[src/rtl/irq_cnt_pkg.sv]
// Package: shared write-target and clock-source encodings for the
// dual-source interrupt counter. Assumes a 2-bit write selector.
package irq_cnt_pkg;

    typedef enum logic [1:0] {
        SEL_RELOAD = 2'd0,
        SEL_MODE   = 2'd1,
        SEL_OFF    = 2'd2,
        SEL_ON     = 2'd3
    } wr_sel_e;

    typedef enum logic [1:0] {
        SRC_NONE = 2'd0,
        SRC_CPU  = 2'd1,
        SRC_A12  = 2'd2
    } clk_src_e;

endpackage

[src/rtl/a12_edge_filter.sv]
// Module: a12_edge_filter
// Detects qualified rising edges of A12. A rise counts only when the
// line has been low for at least MIN_LOW dots. The low phase is measured
// from the dot count of the sample where the line fell.
// Assumes dot_cnt is a free-running count that wraps modulo 2^DOT_W and
// that the low phase is shorter than 2^DOT_W dots.
module a12_edge_filter #(
    parameter int DOT_W   = 16,
    parameter int MIN_LOW = 30
) (
    input  logic             clk,
    input  logic             rst_n,
    input  logic             sample_vld,
    input  logic             a12_lvl,
    input  logic [DOT_W-1:0] dot_cnt,
    output logic             rise_ok
);

    localparam logic [DOT_W-1:0] MinLowC = DOT_W'(MIN_LOW);

    logic             prev_q;
    logic [DOT_W-1:0] low_start_q;
    logic [DOT_W-1:0] low_span;

    assign low_span = dot_cnt - low_start_q;
    assign rise_ok  = sample_vld && a12_lvl && !prev_q && (low_span >= MinLowC);

    // Track the previous level and the dot where the line last went low.
    always_ff @(posedge clk) begin
        if (!rst_n) begin
            prev_q      <= 1'b0;
            low_start_q <= '0;
        end else if (sample_vld) begin
            prev_q <= a12_lvl;
            if (!a12_lvl && prev_q) begin
                low_start_q <= dot_cnt;
            end
        end
    end

    // a qualified rise leaves the line registered high.
    a_r8_high_after_rise: assert property (@(posedge clk) disable iff (!rst_n)
        rise_ok |=> prev_q);

    // two qualified rises never come in consecutive cycles.
    a_r8_single_edge: assert property (@(posedge clk) disable iff (!rst_n)
        rise_ok |=> !rise_ok);

endmodule

[src/rtl/cycle_prescaler.sv]
// Module: cycle_prescaler
// Divides CPU cycles by 2^PRESC_W. It runs while cycle mode is on or a
// forced clock is pending, and pulses tick at each wrap to zero.
// Assumes the mode-write strobe and its bit come from the register port,
// and that cycle_mode is the registered mode before that write.
module cycle_prescaler #(
    parameter int PRESC_W = 2
) (
    input  logic clk,
    input  logic rst_n,
    input  logic cpu_ce,
    input  logic cycle_mode,
    input  logic mode_wr,
    input  logic mode_bit,
    output logic tick
);

    localparam logic [PRESC_W-1:0] WrapAt = '1;

    logic [PRESC_W-1:0] presc_q;
    logic               force_q;
    logic               run;

    assign run  = cpu_ce && (cycle_mode || force_q);
    assign tick = run && (presc_q == WrapAt);

    // Advance the prescaler and handle the forced clock on leaving cycle mode.
    always_ff @(posedge clk) begin
        if (!rst_n) begin
            presc_q <= '0;
            force_q <= 1'b0;
        end else begin
            if (run) begin
                presc_q <= presc_q + 1'b1;
            end
            if (tick) begin
                force_q <= 1'b0;
            end
            if (mode_wr) begin
                if (mode_bit) begin
                    presc_q <= '0;
                end
                if (cycle_mode && !mode_bit) begin
                    force_q <= 1'b1;
                end
            end
        end
    end

    // entering cycle mode restarts the division.
    a_r2_clear_on_entry: assert property (@(posedge clk) disable iff (!rst_n)
        (mode_wr && mode_bit) |=> (presc_q == '0));

    // leaving cycle mode arms the forced clock.
    a_r9_force_armed: assert property (@(posedge clk) disable iff (!rst_n)
        (mode_wr && cycle_mode && !mode_bit) |=> force_q);

    // the forced clock is spent by the wrap that delivers it.
    a_r9_force_once: assert property (@(posedge clk) disable iff (!rst_n)
        (tick && !mode_wr) |=> !force_q);

endmodule

[src/rtl/irq_count_core.sv]
// Module: irq_count_core
// Holds the control state, the down-counter and the delayed interrupt line.
// A counter clock comes from the prescaler tick, or from a qualified A12
// rise while in edge mode. A zero result arms a delay. The delay length
// depends on the source and counts down on CPU cycles.
// Assumes cpu_tick and a12_rise never arrive in the same cycle, and
// CPU_DLY, A12_DLY >= 1.
module irq_count_core
    import irq_cnt_pkg::*;
#(
    parameter int CNT_W   = 8,
    parameter int CPU_DLY = 1,
    parameter int A12_DLY = 2
) (
    input  logic             clk,
    input  logic             rst_n,
    input  logic             cpu_ce,
    input  logic             cpu_tick,
    input  logic             a12_rise,
    input  logic             wr_en,
    input  wr_sel_e          wr_sel,
    input  logic [CNT_W-1:0] wr_data,
    output logic             cycle_mode,
    output logic             irq
);

    localparam int MaxDly = (CPU_DLY > A12_DLY) ? CPU_DLY : A12_DLY;
    localparam int DLY_W  = $clog2(MaxDly + 1);

    logic             mode_q;
    logic             en_q;
    logic [CNT_W-1:0] reload_q;
    logic [CNT_W-1:0] cnt_q;
    logic             pend_q;
    logic [DLY_W-1:0] dly_q;
    logic             irq_q;
    clk_src_e         src;
    logic [CNT_W-1:0] cnt_nxt;
    logic             wr_mode;
    logic             wr_off;

    // Result of one counter clock: reload arithmetic folded with the decrement.
    function automatic logic [CNT_W-1:0] advance(input logic [CNT_W-1:0] cur,
                                                 input logic [CNT_W-1:0] rl,
                                                 input logic             pend);
        if (pend) begin
            return (rl <= CNT_W'(1)) ? rl : rl + 1'b1;
        end else if (cur == '0) begin
            return rl;
        end
        return cur - 1'b1;
    endfunction

    assign wr_mode = wr_en && (wr_sel == SEL_MODE);
    assign wr_off  = wr_en && (wr_sel == SEL_OFF);

    // Pick the source of this cycle's counter clock, if any.
    always_comb begin
        if (cpu_tick) begin
            src = SRC_CPU;
        end else if (a12_rise && !mode_q) begin
            src = SRC_A12;
        end else begin
            src = SRC_NONE;
        end
    end

    assign cnt_nxt = advance(cnt_q, reload_q, pend_q);

    // Register writes to mode, enable and reload value.
    always_ff @(posedge clk) begin
        if (!rst_n) begin
            mode_q   <= 1'b0;
            en_q     <= 1'b0;
            reload_q <= '0;
        end else if (wr_en) begin
            case (wr_sel)
                SEL_RELOAD: reload_q <= wr_data;
                SEL_MODE:   mode_q   <= wr_data[0];
                SEL_OFF:    en_q     <= 1'b0;
                SEL_ON:     en_q     <= 1'b1;
                default:    en_q     <= en_q;
            endcase
        end
    end

    // Counter update on each clock; a mode write re-arms the reload.
    always_ff @(posedge clk) begin
        if (!rst_n) begin
            cnt_q  <= '0;
            pend_q <= 1'b0;
        end else begin
            if (src != SRC_NONE) begin
                cnt_q  <= cnt_nxt;
                pend_q <= 1'b0;
            end
            if (wr_mode) begin
                pend_q <= 1'b1;
            end
        end
    end

    // Assertion delay and interrupt line; a disable write wins over all.
    always_ff @(posedge clk) begin
        if (!rst_n) begin
            dly_q <= '0;
            irq_q <= 1'b0;
        end else begin
            if (cpu_ce && (dly_q != '0)) begin
                dly_q <= dly_q - 1'b1;
                if (dly_q == DLY_W'(1)) begin
                    irq_q <= 1'b1;
                end
            end
            if ((src != SRC_NONE) && (cnt_nxt == '0) && en_q) begin
                dly_q <= (src == SRC_CPU) ? DLY_W'(CPU_DLY) : DLY_W'(A12_DLY);
            end
            if (wr_off) begin
                dly_q <= '0;
                irq_q <= 1'b0;
            end
        end
    end

    assign cycle_mode = mode_q;
    assign irq        = irq_q;

    // the line only rises on a CPU cycle.
    a_r6_rise_on_ce: assert property (@(posedge clk) disable iff (!rst_n)
        $rose(irq_q) |-> $past(cpu_ce));

    // a disable write drops the line in the next cycle.
    a_r10_off_clears: assert property (@(posedge clk) disable iff (!rst_n)
        wr_off |=> !irq_q);

    // the line never rises while the interrupt is disabled.
    a_r10_rise_needs_en: assert property (@(posedge clk) disable iff (!rst_n)
        $rose(irq_q) |-> $past(en_q));

    // the line holds until a disable write.
    a_r11_hold: assert property (@(posedge clk) disable iff (!rst_n)
        (irq_q && !wr_off) |=> irq_q);

    // an A12 rise in cycle mode leaves the counter untouched.
    a_r8_a12_ignored: assert property (@(posedge clk) disable iff (!rst_n)
        (mode_q && a12_rise && !cpu_tick) |=> $stable(cnt_q));

    // a counter clock consumes the pending reload.
    a_r4_pend_used: assert property (@(posedge clk) disable iff (!rst_n)
        ((src != SRC_NONE) && !wr_mode) |=> !pend_q);

endmodule

[src/rtl/dual_src_irq_counter.sv]
// Module: dual_src_irq_counter (top)
// Interrupt counter clocked by filtered A12 rises or by a divided CPU
// cycle strobe. Write targets: 0 reload value, 1 mode/reload trigger,
// 2 disable, 3 enable.
// Assumes cpu_ce and a12_valid are never high in the same cycle.
module dual_src_irq_counter
    import irq_cnt_pkg::*;
#(
    parameter int CNT_W   = 8,
    parameter int DOT_W   = 16,
    parameter int MIN_LOW = 30,
    parameter int PRESC_W = 2,
    parameter int CPU_DLY = 1,
    parameter int A12_DLY = 2
) (
    input  logic             clk,
    input  logic             rst_n,
    input  logic             cpu_ce,
    input  logic             a12_valid,
    input  logic             a12_in,
    input  logic [DOT_W-1:0] dot_count,
    input  logic             wr_en,
    input  logic [1:0]       wr_sel,
    input  logic [CNT_W-1:0] wr_data,
    output logic             irq_o
);

    wr_sel_e sel;
    logic    a12_rise;
    logic    cpu_tick;
    logic    cycle_mode;
    logic    mode_wr;

    assign sel     = wr_sel_e'(wr_sel);
    assign mode_wr = wr_en && (sel == SEL_MODE);

    a12_edge_filter #(
        .DOT_W   (DOT_W),
        .MIN_LOW (MIN_LOW)
    ) u_filt (
        .clk        (clk),
        .rst_n      (rst_n),
        .sample_vld (a12_valid),
        .a12_lvl    (a12_in),
        .dot_cnt    (dot_count),
        .rise_ok    (a12_rise)
    );

    cycle_prescaler #(
        .PRESC_W (PRESC_W)
    ) u_presc (
        .clk        (clk),
        .rst_n      (rst_n),
        .cpu_ce     (cpu_ce),
        .cycle_mode (cycle_mode),
        .mode_wr    (mode_wr),
        .mode_bit   (wr_data[0]),
        .tick       (cpu_tick)
    );

    irq_count_core #(
        .CNT_W   (CNT_W),
        .CPU_DLY (CPU_DLY),
        .A12_DLY (A12_DLY)
    ) u_core (
        .clk        (clk),
        .rst_n      (rst_n),
        .cpu_ce     (cpu_ce),
        .cpu_tick   (cpu_tick),
        .a12_rise   (a12_rise),
        .wr_en      (wr_en),
        .wr_sel     (sel),
        .wr_data    (wr_data),
        .cycle_mode (cycle_mode),
        .irq        (irq_o)
    );

endmodule

[config.mk]
export PLATFORM = sky130hd
export DESIGN_NAME = dual_src_irq_counter
export DESIGN_NICKNAME = d
export VERILOG_FILES = /design/src/rtl/irq_cnt_pkg.sv /design/src/rtl/a12_edge_filter.sv /design/src/rtl/cycle_prescaler.sv /design/src/rtl/irq_count_core.sv /design/src/rtl/dual_src_irq_counter.sv
export SDC_FILE = /design/constraint.sdc
export NUM_CORES = 1
export LEC_CHECK = 0
export CAP_MARGIN = 10
export CORE_MARGIN = 4
export CORE_UTILIZATION = 40
export CTS_CLUSTER_SIZE = 28
export DETAILED_ROUTE_END_ITERATION = 10
export PLACE_DENSITY = 0.68
export SYNTH_ARGS = -nofsm -noshare
export SYNTH_HDL_FRONTEND = slang
export SYNTH_SLANG_ARGS = --single-unit
[constraint.sdc]
create_clock -name clk -period 5.2 [get_ports clk]
set_input_delay 0.78 -clock clk [delete_from_list [all_inputs] [get_ports clk]]
set_output_delay 0.78 -clock clk [all_outputs]
set_load 0.02 [all_outputs]
==> results.json <==
{
  "setup_viol": 0,
  "whs_path_depth": 2,
  "layout.nets": 510,
  "cts_tree": "done",
  "p_comb_share_pct": 40.2,
  "end_kind": "register",
  "rsz0062_at_grt": "false",
  "rows": 33,
  "grt_use_met1_pct": 22.32,
  "path_buf_inv": 2,
  "layout_min_cycle_time_ns": 4.018,
  "track_usage_pct": 16.95,
  "intPower_uw": 674.3,
  "remaining_drc_errors": 0,
  "cpLargestDelayFamily": "compound AO/OA/AOI/OAI gates",
  "clkPwrFrac_pct": 26.0,
  "io_buffer_count": 32,
  "top_usage_layer": "met2",
  "drv_slew": 0,
  "drt_iter0_markers": 207,
  "synth-edff-count": 0,
  "cp.required_ns": 5.37,
  "antennaDiodeCount": 0,
  "routedWlPerCell_um": 14.76,
  "cts_root_buffer": "clkbuf_8",
  "critPathArrivalTime_ns": 4.19,
  "status": "finished, final reports clean",
  "htree_levels": 2,
  "r2r_end": "u_core.cnt_q[0]",
  "final_hold_viol_count": 0,
  "powerDensity_nw_per_um2": 271.7,
  "hp-start": "u_filt.low_start_q[14]",
  "fin_tns_setup_ns": 0,
  "whs_endpoint": "u_filt.low_start_q[14]",
  "worstPathMaxFanout": 7,
  "grt.overflow.total": 0,
  "p_total_mw": 1.057,
  "fin_skew_ns": 0.008835,
  "syn_nets": 487,
  "cts_inserted_buffers": 5,
  "max_freq_mhz": 248.9,
  "synth.avg_cell_area_um2": 7.829,
  "clk_pin_slew_ns": 0.09,
  "clk_path_buf_depth": 2,
  "core-area_um2": 8217,
  "vias": 3159,
  "ir_drop_mv": 0.1102,
  "cpMaxStageDelayCell": "a2111oi_0",
  "r2r_slack_ns": 1.86,
  "clock_latency_ns": 0.31,
  "firstDrtPassIters": 4,
  "ys.flop_type": "dfxtp_1",
  "switching_power_uw": 382.3,
  "slowest_delay_ns": 0.51,
  "grt_max_degree": 29,
  "cts_hold_buffers": 0,
  "gp_congestion": 0.8612,
  "antenna_found_initial": 0,
  "antenna_left": 0,
  "crit_chain": "clkdlybuf4s50_1 > inv_1 > ha_1 > fa_1 > and2b_1 > o221ai_2 > a211oi_2 > mux2i_1 > a2111oi_0 > nand3_1 > nor2_1 > o311ai_0",
  "leakagePower_nw": 1.423,
  "netlist_area_um2": 3374,
  "drive_gt1_share_pct": 5.495,
  "vias_per_cell": 5.641,
  "dpl.hpwl_um": 6200,
  "seqPwrFrac_pct": 33.8,
  "ys_warn_count": 0,
  "power_switching_share_pct": 36.18,
  "use_met2_pct": 28.63,
  "clkSinkCount": 42,
  "ys_seq_elements": 42,
  "worst_slew_pin_slew_ns": 1.025,
  "r2r_start": "u_filt.low_start_q[0]",
  "crit_type": "in2reg",
  "maxCapViolCount": 0,
  "reg2regPathDepth": 10,
  "max_slew_margin_pct": 31.47,
  "postCtsSetupRepairBufs": 0,
  "grt_pass1_wl_um": 14100,
  "netlist_instances": 431,
  "synth_cell_types": 63,
  "area_growth_pct": 15.24,
  "die_area_um2": 9970,
  "synthArstFlopShare_pct": 0,
  "cts_resized": 0,
  "period_share_pct": 77.27,
  "synth.area.top_cells": "dfxtp_1, ha_1, nand2_1",
  "fin_ws_ns": 1.182,
  "grt.met3_usage_pct": 2.085,
  "start_kind": "input pin",
  "die_h_um": 99.85,
  "place_ws_ns": 0.9291,
  "io-pin-count": 33,
  "yosysTopAreaCell": "dfxtp_1",
  "min_path_type": "reg2reg",
  "netlist.area_leader.share_pct": 24.92,
  "start_util_pct": 41.07,
  "wirelength_um": 8266,
  "dieWidth_um": 99.85,
  "grt_pass1_vias": 2982,
  "synth-seq-area-share_pct": 24.92
}
-- sequential cells by signal (all words and copies together) (netlist names) --
signal	flops
u_core.cnt_q	8
u_core.cycle_mode	1
u_core.dly_q	2
u_core.en_q	1
u_core.irq	1
u_core.pend_q	1
u_core.reload_q	8
u_filt.low_start_q	16
u_filt.prev_q	1
u_presc.force_q	1
u_presc.presc_q	2
-- synth_stat cells (3+ instances only) --
master,number
nand2_1,66
dfxtp_1,42
inv_1,27
nor2_1,24
ha_1,23
a21oi_1,21
a21boi_0,19
clkbuf_1,17
nor2b_1,12
o21ai_0,11
xnor2_1,11
mux2i_1,10
xor2_1,10
nor3_1,8
a211o_1,7
a211oi_1,7
and3_1,7
o32ai_1,7
nand3_1,6
nor4_1,6
or3_1,6
nand2b_1,5
o22a_1,5
a2111oi_0,4
a21o_1,4
nand4_1,4
o21a_1,4
o32a_1,4
or4_1,4
a211oi_2,3
nor3b_1,3
nor4b_1,3
o21ai_1,3
o31a_1,3
-- worst register-to-register path, cell delays in order, from the launching register on --
cell and delay [ns]:
dfxtp_1 0.32, ha_1 0.20, fa_1 0.42, and2b_1 0.25, o221ai_2 0.14, a211oi_2 0.28
mux2i_1 0.12, a2111oi_0 0.51, nand3_1 0.28, nor2_1 0.48, o311ai_0 0.20
-- cell usage in the layout, fill, tap and decap left out, types with 4 or more instances in the layout --
master,instances
nand2_1,66
dfxtp_1,42
clkdlybuf4s50_1,32
inv_1,27
nor2_1,24
ha_1,23
a21oi_1,21
a21boi_0,19
nor2b_1,12
o21ai_0,11
xnor2_1,11
mux2i_1,10
xor2_1,10
nor3_1,8
and3_1,7
a211o_1,7
o32ai_1,7
a211oi_1,7
or3_1,6
nand3_1,6
nor4_1,6
nand2b_1,5
o22a_1,5
clkbuf_8,5
a21o_1,4
o32a_1,4
o21a_1,4
a2111oi_0,4
or4_1,4
nand4_1,4
-- through the flow --
| stage | hold WS (ns) | instances | instance area (um2) | utilization [%] |
|---|---|---|---|---|
| 2_1_floorplan | 0.4366 | 431 | 3374 | - |
| 3_3_place_gp | 0.4541 | 552 | 3776 | 45.96 |
| 3_5_place_dp | 0.4637 | 552 | 3776 | 45.96 |
| 4_1_cts | 0.4767 | 560 | 3889 | 47.33 |
| 5_1_grt | 0.5016 | 560 | 3889 | 47.33 |
| 6_report | 0.4728 | 560 | 3889 | 47.33 |
-- power groups by stage --
stage / Combinational, mW / Sequential [mW] / Clock (mW)
floorplan: 0.324 / 0.355 / 0
detailed placement: 0.417 / 0.364 / 0
CTS: 0.420 / 0.357 / 0.283
global route: 0.467 / 0.360 / 0.294
finish: 0.424 / 0.357 / 0.275
global placement: 0.411 / 0.364 / 0
-- how the worst max path moves through the flow --
stage,startpoint,endpoint,depth (start not counted)
global route,dot_count[0],u_core.cnt_q[0],12
CTS,dot_count[0],u_core.cnt_q[0],12
global placement,dot_count[0],u_core.cnt_q[0],12
detailed placement,dot_count[0],u_core.cnt_q[0],12
floorplan,dot_count[0],u_core.cnt_q[0],11
finish,dot_count[0],u_core.cnt_q[0],12
-- layer usage --
layer / up-vias / wire (um)
met5: - / 0
met4: 0 / 114
met3: 12 / 283
met2: 57 / 3930
met1: 1473 / 3938
li1: 1617 / -
-- logic make-up after synthesis --
family | synth area share (%)
simple gates | 24.73
compound gates | 26.88
fa+ha+maj | 9.121
xor+xnor | 5.450
flops | 24.92
mux | 3.745
buf+inv | 5.154
-- area by class of cell --
cell class,instances,area [um2]
flip-flops and latches,42,840.8
multi-input cells,343,2360
repair buffers,35,342.8
clock inverters,3,43.79
clock buffers,5,68.82
inverters,27,101.3
fillers,802,4328
well taps,105,131.4
Note: power is estimated with default switching activity, not from simulation.
